==> src/rtl/hcrs_pkg.sv <==
package hcrs_pkg;

   localparam int unsigned REG_DW    = 32;
   localparam int unsigned OFS_CMD   = 0;
   localparam int unsigned OFS_STS   = 4;

   localparam int unsigned CB_RUN    = 0;
   localparam int unsigned SB_HALT   = 0;
   localparam int unsigned SB_SAVE   = 8;
   localparam int unsigned SB_REST   = 9;
   localparam int unsigned SB_SRERR  = 10;
   localparam int unsigned SB_NRDY   = 11;
   localparam int unsigned SB_CERR   = 12;

   typedef enum logic [1:0] {
      PH_HALTED   = 2'd0,
      PH_RUNNING  = 2'd1,
      PH_DRAINING = 2'd2
   } run_phase_e;

   typedef struct packed {
      logic cerr;
      logic nrdy;
      logic srerr;
      logic rest;
      logic save;
      logic halted;
   } stat_flags_t;

endpackage

==> src/rtl/hcrs_ready_track.sv <==
module hcrs_ready_track (
   input  logic clk,
   input  logic rst_n,
   input  logic init_done,
   output logic not_ready
);

   always_ff @(posedge clk or negedge rst_n) begin
      if (!rst_n)
         not_ready <= 1'b1;
      else if (init_done)
         not_ready <= 1'b0;
   end

   // once clear, the flag never returns without a hardware reset
   assert_nrdy_stays_clear_R6 : assert property (@(posedge clk) disable iff (!rst_n)
      !not_ready |=> !not_ready);

endmodule

==> src/rtl/hcrs_run_ctrl.sv <==
module hcrs_run_ctrl
   import hcrs_pkg::*;
#(
   parameter int unsigned HALT_CYC = 1600000
) (
   input  logic clk,
   input  logic rst_n,
   input  logic set_req,
   input  logic clr_req,
   input  logic pipe_idle,
   input  logic int_err,
   output logic run_bit,
   output logic halted,
   output logic ctrl_err,
   output logic proto_viol
);

   localparam int unsigned CNT_W = $clog2(HALT_CYC + 1);
   localparam logic [CNT_W-1:0] CNT_LAST = CNT_W'(HALT_CYC - 1);

   initial begin
      assert (HALT_CYC >= 2)
         else $error("hcrs_run_ctrl: HALT_CYC must be at least 2");
   end

   run_phase_e       phase;
   logic [CNT_W-1:0] drain_cnt;
   logic             cnt_last;
   logic             tmo_hit;

   assign cnt_last = (drain_cnt == CNT_LAST);
   assign tmo_hit  = (phase == PH_DRAINING) && !pipe_idle && cnt_last;

   always_ff @(posedge clk or negedge rst_n) begin
      if (!rst_n) begin
         phase     <= PH_HALTED;
         drain_cnt <= '0;
      end else begin
         unique case (phase)
            PH_HALTED: begin
               if (set_req) phase <= PH_RUNNING;
            end
            PH_RUNNING: begin
               if (clr_req) begin
                  phase     <= PH_DRAINING;
                  drain_cnt <= '0;
               end
            end
            PH_DRAINING: begin
               if (pipe_idle || cnt_last)
                  phase <= PH_HALTED;
               else
                  drain_cnt <= drain_cnt + 1'b1;
            end
            default: phase <= PH_HALTED;
         endcase
      end
   end

   always_ff @(posedge clk or negedge rst_n) begin
      if (!rst_n) begin
         ctrl_err   <= 1'b0;
         proto_viol <= 1'b0;
      end else begin
         ctrl_err   <= ctrl_err | int_err | tmo_hit;
         proto_viol <= set_req && (phase != PH_HALTED);
      end
   end

   assign run_bit = (phase == PH_RUNNING);
   assign halted  = (phase == PH_HALTED);

   // a run request from halted starts the controller next cycle
   assert_run_from_halt_R2 : assert property (@(posedge clk) disable iff (!rst_n)
      (set_req && halted) |=> (run_bit && !halted));

   // halting is only reached from the draining phase
   assert_halt_after_drain_R3 : assert property (@(posedge clk) disable iff (!rst_n)
      $rose(halted) |-> ($past(phase) == PH_DRAINING));

   // an expired drain window halts with the error flag raised
   assert_timeout_sets_err_R4 : assert property (@(posedge clk) disable iff (!rst_n)
      tmo_hit |=> (ctrl_err && halted));

   // the controller error flag is sticky
   assert_err_sticky_R5 : assert property (@(posedge clk) disable iff (!rst_n)
      ctrl_err |=> ctrl_err);

   // an illegal run request is flagged and does not restart draining
   assert_viol_flagged_R8 : assert property (@(posedge clk) disable iff (!rst_n)
      (set_req && !halted) |=> proto_viol);
   assert_viol_no_restart_R8 : assert property (@(posedge clk) disable iff (!rst_n)
      (set_req && phase == PH_DRAINING) |=> !run_bit);

endmodule

==> src/rtl/hcrs_sr_track.sv <==
module hcrs_sr_track (
   input  logic clk,
   input  logic rst_n,
   input  logic save_start,
   input  logic restore_start,
   input  logic sr_done,
   input  logic sr_fail,
   input  logic w1c_clr,
   output logic save_busy,
   output logic rest_busy,
   output logic sr_err
);

   logic op_idle;
   assign op_idle = !save_busy && !rest_busy;

   always_ff @(posedge clk or negedge rst_n) begin
      if (!rst_n) begin
         save_busy <= 1'b0;
         rest_busy <= 1'b0;
         sr_err    <= 1'b0;
      end else if (op_idle) begin
         if (save_start) begin
            save_busy <= 1'b1;
            sr_err    <= 1'b0;
         end else if (restore_start) begin
            rest_busy <= 1'b1;
            sr_err    <= 1'b0;
         end else if (w1c_clr) begin
            sr_err    <= 1'b0;
         end
      end else if (sr_fail) begin
         save_busy <= 1'b0;
         rest_busy <= 1'b0;
         sr_err    <= 1'b1;
      end else begin
         if (sr_done) begin
            save_busy <= 1'b0;
            rest_busy <= 1'b0;
         end
         if (w1c_clr) sr_err <= 1'b0;
      end
   end

   // at most one operation in flight
   assert_sr_exclusive_R9 : assert property (@(posedge clk) disable iff (!rst_n)
      $onehot0({save_busy, rest_busy}));

   // a failure ends the operation and records the error
   assert_fail_sets_err_R10 : assert property (@(posedge clk) disable iff (!rst_n)
      (!op_idle && sr_fail) |=> (sr_err && !save_busy && !rest_busy));

   // write-one-to-clear works unless a failure lands in the same cycle
   assert_w1c_clears_R11 : assert property (@(posedge clk) disable iff (!rst_n)
      (w1c_clr && !(sr_fail && !op_idle)) |=> !sr_err);

endmodule

==> src/rtl/hcrs_run_status.sv <==
module hcrs_run_status
   import hcrs_pkg::*;
#(
   parameter int unsigned CLK_HZ   = 100000000,
   parameter int unsigned HALT_MS  = 16,
   parameter int unsigned ADDR_W   = 4,
   parameter bit          READ_REG = 1'b0
) (
   input  logic              clk,
   input  logic              rst_n,
   input  logic              wr_en,
   input  logic [ADDR_W-1:0] addr,
   input  logic [31:0]       wdata,
   output logic [31:0]       rd_data,
   input  logic              pipe_idle,
   input  logic              int_err,
   input  logic              init_done,
   input  logic              save_start,
   input  logic              restore_start,
   input  logic              sr_done,
   input  logic              sr_fail,
   output logic              run_en,
   output logic              proto_viol
);

   localparam int unsigned HALT_CYC = (CLK_HZ / 1000) * HALT_MS;

   initial begin
      assert (CLK_HZ >= 1000 && (CLK_HZ % 1000) == 0)
         else $error("hcrs_run_status: CLK_HZ must be a multiple of 1000");
      assert (HALT_MS >= 1)
         else $error("hcrs_run_status: HALT_MS must be at least 1");
      assert (ADDR_W >= 3)
         else $error("hcrs_run_status: ADDR_W too small for the register offsets");
      assert (REG_DW == 32)
         else $error("hcrs_run_status: register width must be 32");
   end

   logic        hit_cmd, hit_sts;
   logic        cmd_wr, sts_wr;
   logic        not_ready;
   logic        run_bit, halted_f, ctrl_err;
   logic        save_busy, rest_busy, sr_err;
   stat_flags_t flags;
   logic [31:0] sts_word, cmd_word, rd_comb;

   assign hit_cmd = (addr == ADDR_W'(OFS_CMD));
   assign hit_sts = (addr == ADDR_W'(OFS_STS));
   assign cmd_wr  = wr_en && hit_cmd && !not_ready;
   assign sts_wr  = wr_en && hit_sts;

   hcrs_ready_track u_ready (
      .clk       (clk),
      .rst_n     (rst_n),
      .init_done (init_done),
      .not_ready (not_ready)
   );

   hcrs_run_ctrl #(
      .HALT_CYC (HALT_CYC)
   ) u_run (
      .clk        (clk),
      .rst_n      (rst_n),
      .set_req    (cmd_wr && wdata[CB_RUN]),
      .clr_req    (cmd_wr && !wdata[CB_RUN]),
      .pipe_idle  (pipe_idle),
      .int_err    (int_err),
      .run_bit    (run_bit),
      .halted     (halted_f),
      .ctrl_err   (ctrl_err),
      .proto_viol (proto_viol)
   );

   hcrs_sr_track u_sr (
      .clk           (clk),
      .rst_n         (rst_n),
      .save_start    (save_start),
      .restore_start (restore_start),
      .sr_done       (sr_done),
      .sr_fail       (sr_fail),
      .w1c_clr       (sts_wr && wdata[SB_SRERR]),
      .save_busy     (save_busy),
      .rest_busy     (rest_busy),
      .sr_err        (sr_err)
   );

   assign flags = '{cerr: ctrl_err, nrdy: not_ready, srerr: sr_err,
                    rest: rest_busy, save: save_busy, halted: halted_f};

   always_comb begin
      sts_word           = '0;
      sts_word[SB_HALT]  = flags.halted;
      sts_word[SB_SAVE]  = flags.save;
      sts_word[SB_REST]  = flags.rest;
      sts_word[SB_SRERR] = flags.srerr;
      sts_word[SB_NRDY]  = flags.nrdy;
      sts_word[SB_CERR]  = flags.cerr;
      cmd_word           = '0;
      cmd_word[CB_RUN]   = run_bit;
   end

   assign rd_comb = hit_cmd ? cmd_word : (hit_sts ? sts_word : '0);
   assign run_en  = run_bit;

   generate
      if (READ_REG) begin : g_rd_reg
         logic [31:0] rd_q;
         always_ff @(posedge clk or negedge rst_n) begin
            if (!rst_n) rd_q <= '0;
            else        rd_q <= rd_comb;
         end
         assign rd_data = rd_q;
      end else begin : g_rd_comb
         assign rd_data = rd_comb;
      end
   endgenerate

   // command writes before initialisation completes leave the controller stopped
   assert_blocked_cmd_R7 : assert property (@(posedge clk) disable iff (!rst_n)
      (wr_en && hit_cmd && not_ready) |=> !run_en);

   // reserved status bits never read as one
   assert_reserved_zero_R1 : assert property (@(posedge clk) disable iff (!rst_n)
      (sts_word[31:13] == '0) && (sts_word[7:1] == '0));

endmodule

==> config.mk <==
export PLATFORM = sky130hd
export DESIGN_NAME = hcrs_run_status
export DESIGN_NICKNAME = d
export VERILOG_FILES = /design/src/rtl/hcrs_pkg.sv /design/src/rtl/hcrs_ready_track.sv /design/src/rtl/hcrs_run_ctrl.sv /design/src/rtl/hcrs_sr_track.sv /design/src/rtl/hcrs_run_status.sv
export SDC_FILE = /design/constraint.sdc
export NUM_CORES = 1
export LEC_CHECK = 0
export ABC_AREA = 1
export BUFFER_PORTS_ARGS = -buffer_cell sky130_fd_sc_hd__buf_2
export CAP_MARGIN = 25
export CORE_UTILIZATION = 31
export DETAILED_ROUTE_END_ITERATION = 12
export PLACE_DENSITY_LB_ADDON = 0.1
export SETUP_SLACK_MARGIN = 0.02
export SLEW_MARGIN = 5
export SYNTH_ARGS = -nofsm -noshare
export SYNTH_HDL_FRONTEND = slang
export SYNTH_SLANG_ARGS = --single-unit
==> constraint.sdc <==
create_clock -name clk -period 3.3 [get_ports clk]
set_clock_uncertainty 0.2 [all_clocks]
set_input_delay 0.165 -clock clk [delete_from_list [all_inputs] [get_ports clk]]
set_output_delay 0.165 -clock clk [all_outputs]
set_load 0.05 [all_outputs]
==> flow_summary.ini, run 1 <==
[synthesis]
synthTopCellsByArea = dfrtp_1 (32%), nand2_1 (18%), buf_4 (9.0%), nor2_1 (7.6%), inv_1 (7.1%)
netlist_area_um2 = 2172
muxShareOfSynthArea_pct = 0
synth-compound-area-share_pct = 3.341
synth-edff-count = 0
syn_area_per_cell_um2 = 6.788
synth_common_cells = nand2_1 (106), nor2_1 (44), inv_1 (41)
syn_inst = 320
synth_top_area_share_pct = 32.26
yosysMostFrequentCell = nand2_1
synth_top_flop_cell = dfrtp_1
yosys.area_share.simple_pct = 36.87
yosys.area_share.xor_xnor_pct = 5.645
ys_ff_latch = 29
synthArstFlopShare_pct = 100.0
synth_area_leader_cell = dfrtp_1
ys_seq_area_share_pct = 33.47
synth_top_family_by_area = simple AND/OR/NAND/NOR gates
synth_fa_ha_area_share_pct = 2.304
synth_cell_types = 26
yosysWarnings = 0

[placed_design]
port-buffer-count = 23
place_congestion = 0.7809
dp.cells = 434
pre_cts_slack_ns = 1.398
place_hpwl_um = 3463
dpl_cell_area_um2 = 2267

[timing]
final.setup.tns_ns = 0
slew_viol_final = 0
period_needed_ns = 1.927
finalSetupViolCount = 0
timing.fmax_mhz = 519.0
hold_viol_final = 0
max-slew-margin-rel_pct = 54.13
setup_slack_ns = 1.373
finalCritPeriodShare_pct = 58.38
worstMarginPinSlew_ns = 0.6881
rsz0062_at_grt = no

[worst_setup_path]
cp-end-kind = flip-flop
critPathMostFrequentCell = nand2_2
regToRegStartpoint = u_run.drain_cnt[0]$_DFFE_PN0P_
crit_path_cell_trace = ha_1, nand2_2, inv_2, nand2_2, nor2_2, nand3_1, nand2_2, nand2_4, nand2_4, nand2_1, nand2_1
cpPeakStageDelay_ns = 0.40
crit_arrival_ns = 1.94
r2r_slack_ns = 1.37
required_ns = 3.31
crit_path_start_kind = flip-flop
path_max_fanout = 21
path_buf_inv = 1
rr_worst_depth = 11
path_delay_family = simple AND/OR/NAND/NOR gates
critPathKind = reg2reg
regToRegEndpoint = u_run.drain_cnt[4]$_DFFE_PN0P_
slowest_stage = dfrtp_1

[min_path]
hp-class = in2reg
worstHoldStart = addr[2]
holdPathStages = 4
holdPathEnd = u_run.proto_viol$_DFF_PN0_

[cells_and_area]
diodes = 0
fin_nets = 404
instances_no_fill = 451
final_cell_area_um2 = 2447
drive_gt1_share_pct = 11.83
area_delta_synth_final_pct = 12.67

[power_and_ir_drop]
power.density_nw_per_um2 = 459.3
vdd_drop_max_mv = 0.3249
p_leak_nw = 1.289
p_total_mw = 1.124

[clocking]
clk_pin_slew_ns = 0.07
cts_tree = built
postCtsSetupRepairBufs = 0
clock_latency_ns = 0.28
post_cts_resized = 0
clk_path_buf_depth = 2
htree_levels = 2
root_buffer = clkbuf_8
cts.sinks = 29
cts-buffers-inserted = 5
cts_hold_buf = 9

[die]
die_area_um2 = 7345
die-width_um = 85.71
design.core.area_um2 = 6794
fp.dieH_um = 85.71
pin_count = 80
num_rows = 30
start_util_pct = 31.97

[status]
outcome = finished, final reports clean

[route]
wl_per_cell_um = 10.30
antenna_left = 0
first_iter_violations = 81
drt-total-wl_um = 4646
first_pass_iters = 4
route.vias.total = 1840
routed_via_density = 4.080
drc_errors = 0

[global_route]
grt_pass1_vias = 1767
grt_pass1_wl_um = 8217
grt.total_usage_pct = 14.35
grt_max_degree = 30
antenna_found_initial = 0
grt_overflow_total = 0

[flow_run]
cap_violations = 0
-- cell families (layout without fill, tap and decap cells) --
kind of cell | Yosys count | in the layout
AO/OA/AOI/OAI | 10 | 10
XOR/XNOR | 14 | 14
adder cells (fa/ha/maj) | 4 | 4
buffers and inverters | 73 | 83
flip-flops | 29 | 29
other | 1 | 26
AND/OR/NAND/NOR | 189 | 189
-- routing by layer --
| layer | routed length, µm | track usage [%] |
|---|---|---|
| met3 | 142 | 2.984 |
| met4 | 44 | 4.545 |
| met5 | 0 | 0 |
| met2 | 2133 | 24.51 |
| met1 | 2325 | 18.12 |
-- worst min-delay path: stages --
cell and delay (ns):
buf_2 0.10, nor3_1 0.06, nand3_1 0.09, nor2_1 0.05
-- placed cells by master (no fill, tap or decap) --
cell / synthesis / layout
nand3b_1: 1 / 1
o21bai_4: 1 / 1
o21bai_1: 1 / 1
a22o_1: 1 / 1
nor2_1: 44 / 44
o211ai_1: 1 / 1
nand2_4: 2 / 2
clkbuf_1: 0 / 2
nand3_1: 18 / 18
xor2_1: 11 / 11
nand4_1: 7 / 7
clkbuf_8: 0 / 6
dfrtp_1: 28 / 28
inv_2: 2 / 2
dfstp_2: 1 / 1
ha_1: 4 / 4
conb_1: 1 / 26
nand2_1: 106 / 106
inv_1: 41 / 41
nand2_2: 3 / 3
o21ai_0: 6 / 6
nor3_1: 4 / 4
xnor2_1: 3 / 3
nor2_2: 2 / 2
dlygate4sd3_1: 0 / 9
nor2_4: 2 / 2
buf_2: 1 / 23
-- cell type report --
| type | instances | area, µm² |
|---|---|---|
| clock buffer | 8 | 90.09 |
| fill | 748 | 4347 |
| inverter | 43 | 161.4 |
| multi-input combinational | 243 | 1144 |
| sequential | 29 | 726.9 |
| tap | 96 | 120.1 |
| timing repair buffer | 32 | 205.2 |
-- worst max-delay path by stage --
| stage | cells past startpoint | endpoint | from | slack (ns) |
|---|---|---|---|---|
| detailed placement | 8 | u_run.drain_cnt[18]$_DFFE_PN0P_ | u_run.drain_cnt[0]$_DFFE_PN0P_ | 1.40 |
| global route | 11 | u_run.drain_cnt[1]$_DFFE_PN0P_ | u_run.drain_cnt[0]$_DFFE_PN0P_ | 1.20 |
| floorplan | 9 | u_run.drain_cnt[14]$_DFFE_PN0P_ | u_run.phase[1]$_DFFE_PN0P_ | 1.35 |
| global placement | 8 | u_run.drain_cnt[18]$_DFFE_PN0P_ | u_run.drain_cnt[0]$_DFFE_PN0P_ | 1.39 |
| finish | 11 | u_run.drain_cnt[4]$_DFFE_PN0P_ | u_run.drain_cnt[0]$_DFFE_PN0P_ | 1.37 |
| CTS | 8 | u_run.drain_cnt[18]$_DFFE_PN0P_ | u_run.drain_cnt[0]$_DFFE_PN0P_ | 1.37 |
-- state kept, by name, summed over array words and instances, names as in the netlist --
register and flops:
u_sr.rest_busy 1, u_sr.sr_err 1, u_run.phase 2, u_run.proto_viol 1, u_run.ctrl_err 1, u_ready.not_ready 1
u_sr.save_busy 1, u_run.drain_cnt 21
-- power by group --
group	switching (mW)	leakage, nW	internal [mW]
Clock	0.136	0.0455	0.170
Sequential	0.0233	0.389	0.385
Combinational	0.311	0.855	0.0985
Total	0.471	1.29	0.653
-- stage by stage --
stage	utilization, %	hold WS [ns]
6_report	36.02	0.006492
5_1_grt	36.02	0.03221
4_1_cts	36.02	0.007667
3_5_place_dp	33.37	0.06355
3_3_place_gp	33.37	0.05498
2_1_floorplan	-	-0.3306
Note: power is estimated with default switching activity, not from simulation.
==> run 2, diff against run 1 <==
clock period = 1.9 ns   (was 3.3 ns; I/O delays follow)
==> flow_summary.ini, run 2 (same netlist as run 1, synthesis figures left out) <==
[status]
outcome = finished, final reports clean

[clocking]
htree_levels = 2
clock_latency_ns = 0.28
cts_tree = built
clk_pin_slew_ns = 0.06
cts-buffers-inserted = 5
clk_path_buf_depth = 2
root_buffer = clkbuf_8
cts.sinks = 29

[worst_setup_path]
rr_worst_depth = 11
critPathKind = reg2reg
required_ns = 1.87
regToRegEndpoint = u_run.drain_cnt[7]$_DFFE_PN0P_
r2r_slack_ns = 0.14
crit_path_start_kind = flip-flop
startpoint = u_run.drain_cnt[0]$_DFFE_PN0P_
regToRegStartpoint = u_run.drain_cnt[0]$_DFFE_PN0P_
cp-end-kind = flip-flop
crit_arrival_ns = 1.72
path_max_fanout = 4

[cells_and_area]
diodes = 0
instances_no_fill = 466
largest_register = u_run.drain_cnt
area_delta_synth_final_pct = 20.45
fin_nets = 419
largest_reg_flops = 21
final_cell_mix = nand2_1 (106), nor2_1 (43), inv_1 (41), conb_1 (26), dfrtp_1 (26)
final_cell_area_um2 = 2616
top_regs = u_run.drain_cnt x21, u_run.phase x2
final_common_cell = nand2_1
drive_gt1_share_pct = 16.22

[power_and_ir_drop]
p_leak_nw = 1.384
power.density_nw_per_um2 = 776.7
vdd_drop_max_mv = 0.4689

[route]
first_pass_iters = 4
drt-total-wl_um = 4774
wl_per_cell_um = 10.24
first_iter_violations = 66
route.vias.total = 1896
drc_errors = 0
routed_via_density = 4.069
antenna_left = 0

[timing]
timing.fmax_mhz = 568.7
finalCritPeriodShare_pct = 92.55
max-slew-margin-rel_pct = 54.79
worstMarginPinSlew_ns = 0.6781
rsz0062_at_grt = yes
finalSetupViolCount = 0
period_needed_ns = 1.758
hold_viol_final = 0
slew_viol_final = 0
final.setup.tns_ns = 0

[global_route]
grt_max_degree = 30
antenna_found_initial = 0
grt.total_usage_pct = 14.66
grt_pass1_vias = 1862
grt_pass1_wl_um = 8418
grt_overflow_total = 0

[placed_design]
dp.cells = 443
port-buffer-count = 23
place_hpwl_um = 3580
place_congestion = 0.7640
dpl_cell_area_um2 = 2337

[die]
pin_count = 80
die-width_um = 85.71
start_util_pct = 31.97
design.core.area_um2 = 6794
num_rows = 30
die_area_um2 = 7345
fp.dieH_um = 85.71

[min_path]
holdPathStages = 6
hp-class = in2reg
worstHoldStart = addr[0]
holdPathEnd = u_run.phase[0]$_DFFE_PN0P_

[flow_run]
cap_violations = 0
[run 2: cell types whose count changed in the layout (fill, tap and decap cells not counted), sizes merged]
cell	previous run	this run
dlygate4sd3	9	12
buf	23	35
[run 2: where the power goes]
part           switching, mW  internal (mW)
Sequential            0.0386          0.669
Clock                  0.243          0.260
Combinational          0.567          0.255
[run 2: worst max-delay path, cell delays in order (launching register included)]
cell and delay (ns):
dfrtp_1 0.37, ha_2 0.22, nand2_4 0.08, inv_4 0.07, nand2_4 0.05, nor2_4 0.09, nand3_2 0.10, nand2_2 0.10
nand2_4 0.07, buf_4 0.15, nand3_1 0.06, nand2_1 0.06
[run 2: layout make-up]
cell class              instances  area (µm²)
fillers                       764        4178
clock buffers                   8       80.08
flip-flops and latches         29       729.5
inverters                      43       163.9
multi-input cells             243        1185
well taps                      96       120.1
repair buffers                 47       337.8
[run 2: how the worst max path moves through the flow]
stage                                 endpoint  depth (start not counted)  slack [ns]
2_1_floorplan  u_run.drain_cnt[14]$_DFFE_PN0P_                          9        0.14
6_report        u_run.drain_cnt[7]$_DFFE_PN0P_                         11        0.14
5_1_grt        u_run.drain_cnt[20]$_DFFE_PN0P_                          9        0.02
3_5_place_dp   u_run.drain_cnt[18]$_DFFE_PN0P_                          8        0.03
4_1_cts         u_run.drain_cnt[7]$_DFFE_PN0P_                         11        0.02
3_3_place_gp   u_run.drain_cnt[18]$_DFFE_PN0P_                          8        0.04
[run 2: stage by stage]
stage / utilization [%] / setup slack [ns] / hold WS, ns / total power [mW]
after detailed placement: 34.40 / 0.03419 / -0.01545 / 1.475
after CTS: 37.64 / 0.02051 / 0.08880 / 2.049
after floorplan: - / 0.1393 / -0.4006 / 1.374
after global placement: 34.40 / 0.03672 / -0.01985 / 1.466
after global routing: 38.51 / 0.02035 / 0.1446 / 2.181
final: 38.51 / 0.1415 / 0.09017 / 2.032
[run 2: what timing repair did]
action,in CTS,in global routing
hold buffers,12,0
setup buffers,1,2
hold endpoints to repair,34,0
pin swaps,1,4
resized for setup,0,12
setup endpoints to repair,3,21
[run 2: metal layers]
layer / vias to the layer above / part of all wire, % / track usage, % / wire, µm
met5: - / 0 / 0 / 0
met4: 0 / 1.8 / 5.455 / 85
met3: 10 / 3.2 / 3.176 / 151
met2: 35 / 45 / 24.36 / 2145
met1: 834 / 50 / 18.66 / 2391
li1: 1017 / - / - / -
==> run 3, diff against run 2 <==
==> constraint.sdc (replaced) <==
create_clock -name clk -period 1.9 [get_ports clk]
set_clock_uncertainty 0.2 [all_clocks]
set_input_delay 0.38 -clock clk [delete_from_list [all_inputs] [get_ports clk]]
set_output_delay 0.38 -clock clk [all_outputs]
set_load 0.05 [all_outputs]
==> flow_summary.ini, run 3 (same netlist as run 1, synthesis figures left out) <==
[cells_and_area]
drive_gt1_share_pct = 27.30
top_regs = u_run.drain_cnt x21, u_run.phase x2
largest_register = u_run.drain_cnt
final_core_util_pct = 40.63
area_delta_synth_final_pct = 27.07
fin_nets = 419
final_cell_mix = nand2_1 (91), inv_1 (37), nor2_1 (37), dfrtp_1 (27), conb_1 (26)
final_common_cell = nand2_1
diodes = 0
largest_reg_flops = 21

[route]
route.vias.total = 1926
antenna_left = 0
first_iter_violations = 54
wl_per_cell_um = 10.64
drc_errors = 0
drt-total-wl_um = 4960
first_pass_iters = 4
routed_via_density = 4.133

[die]
design.core.area_um2 = 6794
die_area_um2 = 7345
start_util_pct = 31.97
pin_count = 80
die-width_um = 85.71
fp.dieH_um = 85.71
num_rows = 30

[worst_setup_path]
slowest_stage = nor3_4
path_buf_inv = 4
crit_arrival_ns = 1.30
cp-end-kind = primary output
r2r_slack_ns = 0.10
regToRegEndpoint = u_run.drain_cnt[19]$_DFFE_PN0P_
rr_worst_depth = 9
regToRegStartpoint = u_run.drain_cnt[1]$_DFFE_PN0P_
path_max_fanout = 2
path_delay_family = buffers and inverters
crit_path_start_kind = input port
crit_path_cell_trace = buf_2, nor2_4, inv_2, nor3_4, buf_4, a22o_4, buf_8
required_ns = 1.32
cpPeakStageDelay_ns = 0.23
critPathKind = in2out

[clocking]
cts_tree = built
clk_path_buf_depth = 2
cts-buffers-inserted = 5
clk_pin_slew_ns = 0.06
htree_levels = 2
cts.sinks = 29
root_buffer = clkbuf_8
clock_latency_ns = 0.28

[global_route]
grt_pass1_vias = 1800
grt_pass1_wl_um = 8480
grt.total_usage_pct = 14.68
grt_overflow_total = 0
antenna_found_initial = 0
grt_max_degree = 22

[flow_run]
cap_violations = 0

[placed_design]
port-buffer-count = 23
place_hpwl_um = 3662
place_congestion = 0.7714

[timing]
period_needed_ns = 1.875
rsz0062_at_grt = yes
timing.hold.ws_ns = 0.02489
finalCritPeriodShare_pct = 98.70
hold_viol_final = 0
slew_viol_final = 0
final.setup.tns_ns = 0
timing.fmax_mhz = 533.2
finalSetupViolCount = 0

[status]
outcome = finished, final reports clean

[power_and_ir_drop]
p_leak_nw = 1.437
p_total_mw = 2.150
vdd_drop_max_mv = 0.4712
power.density_nw_per_um2 = 779.1

[min_path]
worstHoldStart = init_done
hp-class = in2reg
holdPathEnd = u_ready.not_ready$_DFFE_PN1P_
holdPathStages = 2
run 3: area by class of cell:
type | instances | area, µm²
inverters | 43 | 163.9
clock inverters | 2 | 10.01
clock buffers | 6 | 72.57
multi-input cells | 243 | 1280
repair buffers | 47 | 385.4
flip-flops and latches | 29 | 728.2
fillers | 728 | 4034
well taps | 96 | 120.1
run 3: stage by stage:
step | cell area [µm²] | cells | worst slack, ns
after floorplan | 2270 | 345 | -0.1855
after global placement | 2381 | 447 | -0.1089
after detailed placement | 2381 | 447 | -0.1411
after CTS | 2570 | 460 | 0.005647
after global routing | 2760 | 466 | -0.02891
final | 2760 | 466 | 0.02463
run 3: how the worst max path moves through the flow:
stage                                     startpoint           to  cells past startpoint
final                                        addr[0]   rd_data[0]                      7
after global routing      u_run.phase[1]$_DFFE_PN0P_   rd_data[0]                      4
after CTS                 u_run.phase[0]$_DFFE_PN0P_   rd_data[0]                      4
after detailed placement                     addr[1]   rd_data[8]                      7
after global placement                       addr[1]   rd_data[8]                      7
after floorplan                              addr[1]  rd_data[10]                      5
run 3: worst reg2reg max path, stage by stage, from the launching register on:
cell and delay [ns]:
dfrtp_1 0.37, ha_2 0.22, nand2_4 0.08, nor2_4 0.12, nand3b_1 0.15, o21bai_4 0.21
nor2_4 0.08, clkbuf_16 0.17, nand2_2 0.06, nand2_1 0.04
run 3: repair_timing:
action                                  CTS  global route
cloned                                    0             1
hold buffers                              1             0
endpoints found under the setup margin   12            28
gates resized for setup                  16            40
hold endpoints to repair                 14             0
buffers inserted                          4             5
pin swaps                                 3            11
run 3: report_power, final:
part           total (mW)  leakage [nW]  switching (mW)  internal [mW]
registers           0.709         0.387          0.0400          0.669
logic               0.951          1.00           0.621          0.330
clock network       0.491        0.0450           0.237          0.253
run 3: per-layer routing:
metal  global-route usage [%]  up-vias  part of all wire [%]  wire [µm]
met5                        0        -                     0          0
met4                    3.636        0                   1.2         59
met3                    3.561        6                   4.1        205
met2                    24.22       47                    45       2244
met1                    19.34      858                    49       2450
li1                         -     1015                     -          -
